**config.mk**
```make
export PLATFORM = sky130hd
export DESIGN_NAME = mcu_mailbox
export DESIGN_NICKNAME = d
export VERILOG_FILES = /design/src/rtl/mbx_pkg.sv /design/src/rtl/mbx_flag.sv /design/src/rtl/mbx_latch.sv /design/src/rtl/mcu_mailbox.sv
export SDC_FILE = /design/constraint.sdc
export NUM_CORES = 1
export LEC_CHECK = 0
export BUFFER_PORTS_ARGS = -buffer_cell sky130_fd_sc_hd__buf_2
export CAP_MARGIN = 30
export CORE_MARGIN = 10
export CORE_UTILIZATION = 39
export CTS_BUF_LIST = sky130_fd_sc_hd__clkbuf_8
export DETAILED_ROUTE_END_ITERATION = 12
export MAX_ROUTING_LAYER = met4
export PLACE_DENSITY = 0.83
export SLEW_MARGIN = 20
export SYNTH_ARGS = -nofsm -noshare
export SYNTH_HDL_FRONTEND = slang
export SYNTH_SLANG_ARGS = --single-unit
export TNS_END_PERCENT = 10
```
**constraint.sdc**
```tcl
create_clock -name clk -period 0.9 [get_ports clk]
set_clock_uncertainty 0.1 [all_clocks]
set_input_delay 0.045 -clock clk [delete_from_list [all_inputs] [get_ports clk]]
set_output_delay 0.045 -clock clk [all_outputs]
set_load 0.02 [all_outputs]
```
**src/rtl/mbx_pkg.sv**
```systemverilog
package mbx_pkg;
  localparam int ADR_DATA = 0;
  localparam int ADR_STAT = 1;
  localparam int ADR_ACK  = 2;

  localparam int NFLAG   = 4;
  localparam int F_HOST  = 0;
  localparam int F_MCU   = 1;
  localparam int F_NMI   = 2;
  localparam int F_IRQ   = 3;

  localparam int CTL_CLR = 2;
  localparam int CTL_CAP = 3;
endpackage

```
**src/rtl/mbx_flag.sv**
```systemverilog
module mbx_flag (
  input  logic clk,
  input  logic rst_n,
  input  logic set,
  input  logic clr,
  output logic q
);
  always_ff @(posedge clk) begin
    if (!rst_n)   q <= 1'b0;
    else if (set) q <= 1'b1;
    else if (clr) q <= 1'b0;
  end

  AST_SET_WINS: assert property (@(posedge clk) disable iff (!rst_n)
    set |=> q);
  AST_CLR_TAKES: assert property (@(posedge clk) disable iff (!rst_n)
    (clr && !set) |=> !q);
  AST_IDLE_HOLD: assert property (@(posedge clk) disable iff (!rst_n)
    (!clr && !set) |=> $stable(q));
endmodule

```
**src/rtl/mbx_latch.sv**
```systemverilog
module mbx_latch #(
  parameter int WIDTH = 8
) (
  input  logic             clk,
  input  logic             rst_n,
  input  logic             ld,
  input  logic [WIDTH-1:0] d,
  output logic [WIDTH-1:0] q
);
  always_ff @(posedge clk) begin
    if (!rst_n)  q <= '0;
    else if (ld) q <= d;
  end

  AST_LOAD: assert property (@(posedge clk) disable iff (!rst_n)
    ld |=> (q == $past(d)));
  AST_KEEP: assert property (@(posedge clk) disable iff (!rst_n)
    !ld |=> $stable(q));
endmodule

```
**src/rtl/mcu_mailbox.sv**
```systemverilog
module mcu_mailbox
  import mbx_pkg::*;
#(
  parameter int DATA_W = 8,
  parameter int ADDR_W = 2
) (
  input  logic              clk,
  input  logic              rst_n,
  input  logic              host_wr,
  input  logic              host_rd,
  input  logic              host_dbg,
  input  logic [ADDR_W-1:0] host_addr,
  input  logic [DATA_W-1:0] host_wdata,
  output logic [DATA_W-1:0] host_rdata,
  input  logic [DATA_W-1:0] sys_status,
  input  logic              nmi_trig,
  output logic              host_nmi,
  input  logic [3:0]        mcu_ctl,
  output logic [1:0]        mcu_flags,
  input  logic              mcu_cmd_rd,
  input  logic              mcu_dbg,
  input  logic [DATA_W-1:0] pa_in,
  output logic [DATA_W-1:0] pa_out,
  output logic              pa_oe,
  output logic              mcu_irq_n
);
  localparam logic [ADDR_W-1:0] A_DATA = ADDR_W'(ADR_DATA);
  localparam logic [ADDR_W-1:0] A_STAT = ADDR_W'(ADR_STAT);
  localparam logic [ADDR_W-1:0] A_ACK  = ADDR_W'(ADR_ACK);

  function automatic logic [DATA_W-1:0] pack_status(input logic hf, input logic mf);
    logic [DATA_W-1:0] s;
    s    = '0;
    s[0] = hf;
    s[1] = mf;
    return s;
  endfunction

  // named internal events
  logic cmd_wr, reply_rd, ack_rd, mcu_clr, mcu_cap, mcu_take;
  assign cmd_wr   = host_wr && (host_addr == A_DATA);
  assign reply_rd = host_rd && !host_dbg && (host_addr == A_DATA);
  assign ack_rd   = host_rd && !host_dbg && (host_addr == A_ACK);
  assign mcu_clr  = mcu_ctl[CTL_CLR];
  assign mcu_cap  = mcu_ctl[CTL_CAP];
  assign mcu_take = mcu_cmd_rd && !mcu_dbg;

  logic [NFLAG-1:0] set_v, clr_v, flag_q;
  always_comb begin
    set_v = '0;
    clr_v = '0;
    set_v[F_HOST] = cmd_wr;   clr_v[F_HOST] = mcu_clr || mcu_take;
    set_v[F_MCU]  = mcu_cap;  clr_v[F_MCU]  = reply_rd;
    set_v[F_NMI]  = nmi_trig; clr_v[F_NMI]  = ack_rd;
    set_v[F_IRQ]  = cmd_wr;   clr_v[F_IRQ]  = mcu_clr;
  end

  for (genvar g = 0; g < NFLAG; g++) begin : g_flag
    mbx_flag u_flag (
      .clk(clk), .rst_n(rst_n), .set(set_v[g]), .clr(clr_v[g]), .q(flag_q[g])
    );
  end

  logic [DATA_W-1:0] cmd_q, reply_q;
  mbx_latch #(.WIDTH(DATA_W)) u_cmd (
    .clk(clk), .rst_n(rst_n), .ld(cmd_wr), .d(host_wdata), .q(cmd_q)
  );
  mbx_latch #(.WIDTH(DATA_W)) u_reply (
    .clk(clk), .rst_n(rst_n), .ld(mcu_cap), .d(pa_in), .q(reply_q)
  );

  assign mcu_flags = {flag_q[F_MCU], flag_q[F_HOST]};
  assign host_nmi  = flag_q[F_NMI];
  assign mcu_irq_n = ~flag_q[F_IRQ];
  assign pa_oe     = ~mcu_clr;
  assign pa_out    = cmd_q;

  always_comb begin
    unique case (host_addr)
      A_DATA:  host_rdata = reply_q;
      A_STAT:  host_rdata = pack_status(flag_q[F_HOST], flag_q[F_MCU]);
      A_ACK:   host_rdata = sys_status;
      default: host_rdata = '0;
    endcase
  end

  AST_WRITE_IRQ: assert property (@(posedge clk) disable iff (!rst_n)
    cmd_wr |=> (!mcu_irq_n && mcu_flags[0]));
  AST_CLR_IRQ: assert property (@(posedge clk) disable iff (!rst_n)
    (mcu_clr && !cmd_wr) |=> (mcu_irq_n && !mcu_flags[0]));
  AST_MCU_DBG: assert property (@(posedge clk) disable iff (!rst_n)
    (mcu_cmd_rd && mcu_dbg && !mcu_clr && !cmd_wr) |=> $stable(mcu_flags[0]));
  AST_CAPTURE: assert property (@(posedge clk) disable iff (!rst_n)
    mcu_cap |=> (mcu_flags[1] && reply_q == $past(pa_in)));
  AST_HOST_DBG: assert property (@(posedge clk) disable iff (!rst_n)
    (host_rd && host_dbg && !nmi_trig && !mcu_cap) |=> ($stable(host_nmi) && $stable(mcu_flags[1])));
  AST_RESET_IRQ: assert property (@(posedge clk)
    !rst_n |=> (mcu_irq_n && !host_nmi && mcu_flags == 2'b00));
endmodule

```
==> qor.txt, run 1 <==
Ports -> 59
# fillers -> 165
Yosys warnings -> 0
total gr overflow -> 0
post-CTS setup buffers -> 0
synthesis-to-finish area growth -> 63.30%
sequential area share after synthesis -> 42.55%
period utilization -> 131.1%
Nets -> 213
IO Port Bufs -> 56
flops & latches, synth -> 20
Final Hold Fails -> 1
PwrDens -> 1353 nW/um2
commonest non-fill, non-tap cell in the layout -> buf_2
final WL -> 3110 um
WS Path Type -> reg -> out
final worst path period need -> 1180 ps
Mapped Area -> 940.9 um2
insertion delay to the later sink of the worst-skew pair -> 250 ps
unrepaired setup endpoints after global routing -> yes
top cells by area, synth -> dfxtp_1 (43%), mux2i_1 (17%), nor2b_1 (7.3%)
WP data arrival -> 1040 ps
clock buffer depth -> 2
CP peak stage delay -> 330 ps
largest net degree at the start of global routing -> 29
Yosys cell types -> 20
Clock transition at path regs -> 70 ps
Synth Area per Inst -> 9.225 um2
setup_tns -> -1428 ps
syn nets -> 140
via count -> 982
CTS buffer count -> 3
multi-input logic area -> 457.9 um2
Tot Pwr -> 2078 uW
Buf/Inv on CP -> 1
failing checks -> negative hold slack, negative setup slack
Worst Path Max Fanout -> 2
All-Layer GR Usage -> 12.56%
fin area -> 1536 um2
die footprint -> 4777 um2
Synth top area share -> 42.55%
Rel. slew slack -> 72.95%
outcome -> complete, but fails checks
die height -> 69.12 um
drt drc -> 0
clk sinks -> 20
initial DRC count -> 48
dpl ws -> -218.2 ps
Final setup viols -> 9
layout cell share with drive strength beyond 1 -> 47.13%
setup ws final -> -280.1 ps
Leak Pwr -> 0.0007555 uW
CTS tree -> built
first-pass GRT wire length -> 5030 um
crit path capture type -> primary output
Horiz. Die Dim -> 69.12 um
vias in the first global route -> 1068
initial antenna violation count -> 0
Max Slew Vio Count -> 0
vias per cell -> 4.861
worst path required time -> 750 ps
DP HPWL -> 2100 um
critical-path cell list -> mux2i_1, o21ai_1, buf_4
Root Buffer -> clkbuf_8
cts hold-fix bufs -> 16
most frequent cells in the layout -> buf_2 (36), buf_4 (20), mux2i_1 (16)
Pre-antenna DRT Iters -> 4
routability cong. -> 0.8970
ANT cells -> 0
delay-heaviest family, CP -> flip-flops
slowest stage cell, crit path -> dfxtp_2
DRT antenna net count -> 0
top cell type by total area after synthesis -> dfxtp_1
Startpoint Class -> flop
Worst Tran Pin Value -> 405.8 ps
WHS -> -46.59 ps
highest clock rate -> 0.8474 GHz
post-synthesis cell count -> 102
drt wl/cell -> 15.40 um
Core Area -> 2255 um2
worst hold path type -> in -> reg
register area -> 417.9 um2
row cnt -> 17
Max Cap Viol -> 0
H-tree Lvls -> 1
maximum VDD drop -> 0.9095 mV
Initial Util -> 41.73%
placed cell area -> 1231 um2
## what timing repair did
item,CTS,global route
pin swaps,0,3
endpoints found under the hold margin,17,1
endpoints found under the setup margin,18,28
resized for setup,22,22
## Yosys cell counts
master / number
a21oi_1: 2
o21ai_0: 11
nor4bb_1: 1
and2b_2: 1
nor2_1: 7
buf_6: 2
nand2_1: 10
nand3_1: 8
buf_2: 1
clkbuf_1: 1
a31oi_1: 1
inv_1: 2
mux2i_1: 16
nor2b_1: 11
nor3b_4: 1
clkbuf_8: 1
dfxtp_1: 20
buf_4: 4
or4b_1: 1
nand2b_1: 1
## flip-flops by register name, indices dropped and copies added (netlist names)
| register | flops |
|---|---|
| u_cmd.q | 8 |
| u_reply.q | 8 |
| g_flag.u_flag.q | 4 |
## stage by stage
stage	utilization, %	instances
2_1_floorplan	-	102
3_3_place_gp	54.61	182
3_5_place_dp	54.61	182
4_1_cts	66.37	202
5_1_grt	68.15	202
6_report	68.15	202
## routing by layer
| metal | GRT usage, % | share of wire (%) | up-vias |
|---|---|---|---|
| li1 | - | - | 484 |
| met3 | 4.280 | 7.2 | 0 |
| met4 | 1.330 | 0 | 0 |
| met2 | 21.47 | 50 | 46 |
| met1 | 14.22 | 43 | 452 |
| met5 | - | 0 | - |
## power breakdown
group / total [uW] / internal (uW) / switching (uW)
logic: 461 / 247 / 214
clock network: 660 / 388 / 272
registers: 958 / 934 / 24.2
## tightest hold or removal path, delay by kind of cell
kind | cells | cell delay [ps]
buffers and inverters | 1 | 80
AND/OR/NAND/NOR | 2 | 140
## worst paths after layout
path                        end  cells past startpoint                from  slack (ps)
max               host_rdata[0]                      3  g_flag[0].u_flag.q        -280
min          g_flag[2].u_flag.q                      3            host_dbg         -50
max reg2reg  g_flag[0].u_flag.q                      3  g_flag[0].u_flag.q          40
min reg2reg          u_cmd.q[3]                      2          u_cmd.q[3]         360
## layout make-up
| class | instances | area share (%) |
|---|---|---|
| tap | 28 | 2.280 |
| sequential | 20 | 27.20 |
| inverter | 2 | 0.4886 |
| multi-input combinational | 71 | 29.80 |
| timing repair buffer | 77 | 36.65 |
| clock buffer | 4 | 3.583 |
## cell families after synthesis
logic type / count (synthesis) / share of synthesized area [%]
buffers and inverters: 11 / 8.776
muxes: 16 / 17.02
AOI/OAI and AO/OA: 14 / 7.580
and+or+nand+nor: 41 / 24.07
DFF: 20 / 42.55
Power figures use the tool's default switching activity.
==> inputs of run 2 (changes only) <==
BUFFER_PORTS_ARGS = not set   (was -buffer_cell sky130_fd_sc_hd__buf_2)
CORE_UTILIZATION = 50   (was 39)
DONT_BUFFER_PORTS = 1   (was not set)
PLACE_DENSITY = 0.74   (was 0.83)
==> run 2 against run 1 <==
Against the previous run: setup slack better by 100 ps; sequential share of layout area up 6.7 points; critical path depth unchanged; critical path type unchanged; cell area down 19%; routed wire length down 17%; critical endpoint is now host_rdata[6]; maximum frequency up 9.2%; the flow still finishes with violations (negative hold slack, negative setup slack); worst hold slack worse by 130 ps.
==> qor.txt, run 2 (synthesis gave the netlist of run 1 again) <==
biggest registers after layout -> u_cmd.q x8, u_reply.q x8, g_flag.u_flag.q x4
WHS -> -177.9 ps
maximum VDD drop -> 1.015 mV
row cnt -> 15
commonest non-fill, non-tap cell in the layout -> buf_4
Nets -> 167
GR Util met2 -> 20.35%
initial antenna violation count -> 0
CTS tree -> built
clk sinks -> 20
Int Pwr -> 1489 uW
IO Port Bufs -> 0
Final setup viols -> 9
crit path capture type -> primary output
final worst path period need -> 1081 ps
outcome -> complete, but fails checks
die height -> 63.38 um
switch share -> 22.75%
failing checks -> negative hold slack, negative setup slack
layer with the highest usage -> met2
routability cong. -> 0.6741
vias in the first global route -> 858
Worst Tran Pin Value -> 270.5 ps
Final Hold Fails -> 20
setup_tns -> -1375 ps
first-pass GRT wire length -> 4146 um
synthesis-to-finish area growth -> 31.91%
initial DRC count -> 30
PwrDens -> 1553 nW/um2
WS Path Type -> reg -> out
ANT cells -> 0
multi-input logic area -> 457.9 um2
Core Area -> 1764 um2
drt wl/cell -> 16.79 um
Max Slew Vio Count -> 0
fin util -> 70.35%
final WL -> 2569 um
Clock transition at path regs -> 70 ps
Root Buffer -> clkbuf_8
register area -> 420.4 um2
vias per cell -> 5.157
DP HPWL -> 1897 um
H-tree Lvls -> 1
worst hold path type -> in -> reg
period utilization -> 120.1%
Startpoint Class -> flop
largest net degree at the start of global routing -> 29
CTS buffer count -> 3
share of power burned in registers -> 49.6%
setup ws final -> -180.5 ps
clock buffer depth -> 2
worst path required time -> 750 ps
GR Util met1 -> 12.70%
via count -> 789
unrepaired setup endpoints after global routing -> yes
die footprint -> 4017 um2
DRT antenna net count -> 0
# fillers -> 148
Horiz. Die Dim -> 63.38 um
most frequent cells in the layout -> buf_4 (21), mux2i_1 (16), dfxtp_2 (16)
Leak Pwr -> 0.0005415 uW
grt met3 use -> 7.420%
Logic pwr share -> 15.7%
Worst Path Max Fanout -> 2
layout cell share with drive strength beyond 1 -> 35.94%
highest clock rate -> 0.9255 GHz
WP data arrival -> 940 ps
Rel. slew slack -> 81.72%
Initial Util -> 53.33%
clock network power share -> 34.7%
All-Layer GR Usage -> 12.68%
Ports -> 59
total gr overflow -> 0
Max Cap Viol -> 0
insertion delay to the later sink of the worst-skew pair -> 250 ps
flop2flop setup slack -> 70 ps
Sw Pwr -> 438.5 uW
Pre-antenna DRT Iters -> 4
drt drc -> 0
==> run 2: changes by cell type in the layout (fill, tap and decap cells not counted) <==
cell            previous run  this run
buf_4                     20        21
buf_2                     36         0
dfxtp_2                   14        16
dlymetal6s4s_1             3         0
o21ai_0                    8         9
dlygate4sd3_1             13         8
o21ai_1                    3         2
buf_6                      4         1
dfxtp_1                    6         4
==> run 2: repair_timing <==
item | 4_1_cts | 5_1_grt
resized for setup | 9 | 10
hold buffers | 7 | 1
endpoints found under the hold margin | 20 | 20
endpoints found under the setup margin | 10 | 17
pin swaps | 0 | 1
buffers inserted | 2 | 0
==> run 2: path summary, 6_finish.rpt <==
path,startpoint,end,cells after the start
hold / removal,rst_n,u_reply.q[6],1
hold reg to reg,u_cmd.q[6],u_cmd.q[6],2
setup reg to reg,u_reply.q[6],u_reply.q[6],3
setup / recovery,u_reply.q[6],host_rdata[6],3
==> run 2: cell type report <==
class	instances	area share [%]
multi-input cells	71	36.90
flip-flops and latches	20	33.87
repair buffers	31	21.67
clock buffers	4	4.435
well taps	25	2.520
inverters	2	0.6048
==> run 2: stage by stage <==
stage | worst slack (ps) | hold slack [ps] | power (uW) | cells | instance area [um2]
detailed placement | -78.07 | 82.79 | 1233 | 139 | 1067
global route | -258.3 | -183.2 | 2024 | 153 | 1241
global placement | -67.84 | 77.70 | 1226 | 139 | 1067
finish | -180.5 | -177.9 | 1927 | 153 | 1241
CTS | -189.3 | -185.0 | 1945 | 152 | 1220
floorplan | -113.5 | 75.38 | 1193 | 102 | 940.9
==> run 2: power by group through the flow <==
stage	sequential [uW]	combinational (uW)	clock, uW
floorplan	985	208	0
global placement	969	256	0
detailed placement	971	262	0
CTS	953	300	692
global route	963	328	733
finish	957	303	668
==> run 2: worst max-delay path, stage by stage, from the launching register on <==
cell and delay (ps):
dfxtp_2 330, mux2i_1 140, nor2_1 60, buf_4 150
==> run 2: per-layer routing <==
| layer | vias to the layer above | wire (um) |
|---|---|---|
| met5 | - | 0 |
| met4 | 0 | 29 |
| met3 | 4 | 302 |
| met2 | 35 | 1263 |
| met1 | 356 | 974 |
| li1 | 394 | - |
==> inputs of run 3 (changes only) <==
PLACE_DENSITY = 0.71   (was 0.74)
SKIP_LAST_GASP = 1   (was not set)
clock period = 1.3 ns   (was 0.9 ns; I/O delays follow)
==> run 3 against run 2 <==
Against the previous run: the flow finishes with violations (negative setup slack); global-route usage up 1.2 points; sequential power down 30%; combinational power down 35%; die area unchanged; routed wire length up 5.4%; utilization down 0.14 points; critical path depth unchanged; via count down 0.13%; clock power down 7.8%.
==> qor.txt, run 3 (synthesis gave the netlist of run 1 again) <==
via count -> 788
largest net degree at the start of global routing -> 23
highest clock rate -> 0.7688 GHz
clk sinks -> 20
drt wl/cell -> 18.05 um
Root Buffer -> clkbuf_8
Worst Path Max Fanout -> 3
Ports -> 59
DRT antenna net count -> 0
routability cong. -> 0.6728
Core Area -> 1764 um2
biggest registers after layout -> u_cmd.q x8, u_reply.q x8, g_flag.u_flag.q x4
worst path required time -> 1350 ps
unrepaired setup endpoints after global routing -> yes
Leak Pwr -> 0.0005260 uW
multi-input logic area -> 457.9 um2
Clock transition at path regs -> 80 ps
worst hold path type -> in -> reg
die height -> 63.38 um
cell count after placement -> 123
die footprint -> 4017 um2
initial DRC count -> 29
Worst Tran Pin Value -> 735.2 ps
synthesis-to-finish area growth -> 31.65%
Startpoint Class -> flop
drt drc -> 0
H-tree Lvls -> 1
maximum VDD drop -> 0.8747 mV
Initial Util -> 53.33%
Max Cap Viol -> 0
Pre-antenna DRT Iters -> 4
vias in the first global route -> 911
clock buffer depth -> 2
row cnt -> 15
vias per cell -> 5.253
placed cell area -> 934.6 um2
CTS buffer count -> 3
Horiz. Die Dim -> 63.38 um
Nets -> 164
crit path capture type -> flop
dpl ws -> 289.7 ps
Final setup viols -> 1
final worst path period need -> 1301 ps
Max Slew Vio Count -> 0
ANT cells -> 0
WP data arrival -> 1350 ps
CTS tree -> built
first-pass GRT wire length -> 4422 um
Post-Layout Cell Count -> 150
fin util -> 70.21%
PwrDens -> 1199 nW/um2
Rel. slew slack -> 50.99%
most frequent cells in the layout -> dlygate4sd3_1 (22), dfxtp_1 (20), mux2i_1 (16)
setup_tns -> -0.7919 ps
period utilization -> 100.1%
total gr overflow -> 0
Final Hold Fails -> 0
layout cell share with drive strength beyond 1 -> 8.800%
final WL -> 2707 um
IO Port Bufs -> 0
outcome -> complete, but fails checks
register area -> 400.4 um2
All-Layer GR Usage -> 13.87%
fin area -> 1239 um2
# fillers -> 151
insertion delay to the later sink of the worst-skew pair -> 250 ps
setup ws final -> -0.7919 ps
commonest non-fill, non-tap cell in the layout -> dlygate4sd3_1
initial antenna violation count -> 0
DP HPWL -> 1772 um
failing checks -> negative setup slack
WS Path Type -> reg -> reg
## run 3: changes by cell type in the layout (fill, tap and decap cells not counted), moves of 2 or more
cell / delta
buf_4: -16
dfxtp_1: +16
dfxtp_2: -16
dlygate4sd3_1: +14
o21ai_0: +2
o21ai_1: -2
## run 3: report_power, final
part	switching, uW	internal, uW	total, uW
combinational	87.4	109	196
sequential	31.9	642	674
clock	205	411	616
total	324	1160	1490
## run 3: repair_timing
item	in CTS	in global routing
endpoints found under the setup margin	0	15
hold buffers	23	0
gates resized for setup	0	1
setup buffers	0	0
endpoints found under the hold margin	20	0
## run 3: final timing paths
| check | from | end | slack [ps] | cells after the start |
|---|---|---|---|---|
| setup / recovery | g_flag[0].u_flag.q | g_flag[0].u_flag.q | -0.8 | 3 |
| hold / removal | host_dbg | g_flag[1].u_flag.q | 10 | 3 |
| setup reg to reg | g_flag[0].u_flag.q | g_flag[0].u_flag.q | -0.8 | 3 |
| hold reg to reg | g_flag[3].u_flag.q | g_flag[3].u_flag.q | 420 | 2 |
## run 3: critical path, cell delays in order, from the launching register on
cell and delay (ps):
dfxtp_1 340, a31oi_1 140, nor2b_1 60, dlygate4sd3_1 550
## run 3: layer usage
metal  part of all wire, %  up-vias  global-route usage (%)
li1                      -      391                       -
met2                    53       32                   24.50
met5                     0        -                       -
met3                   7.6        2                   5.477
met1                    39      363                   13.74
met4                  0.48        0                   4.098
## run 3: final cells by class
| cell class | instances | area share [%] |
|---|---|---|
| clock inverters | 1 | 2.424 |
| repair buffers | 28 | 21.82 |
| inverters | 2 | 0.6061 |
| clock buffers | 3 | 3.333 |
| flip-flops and latches | 20 | 32.32 |
| multi-input cells | 71 | 36.97 |
| well taps | 25 | 2.525 |
## run 3: stage by stage
| stage | power (uW) | hold slack (ps) |
|---|---|---|
| after floorplan | 825.7 | 95.38 |
| after global placement | 810.6 | 98.82 |
| after detailed placement | 815.7 | 102.0 |
| after CTS | 1498 | 1.008 |
| after global routing | 1562 | 25.60 |
| final | 1486 | 11.60 |
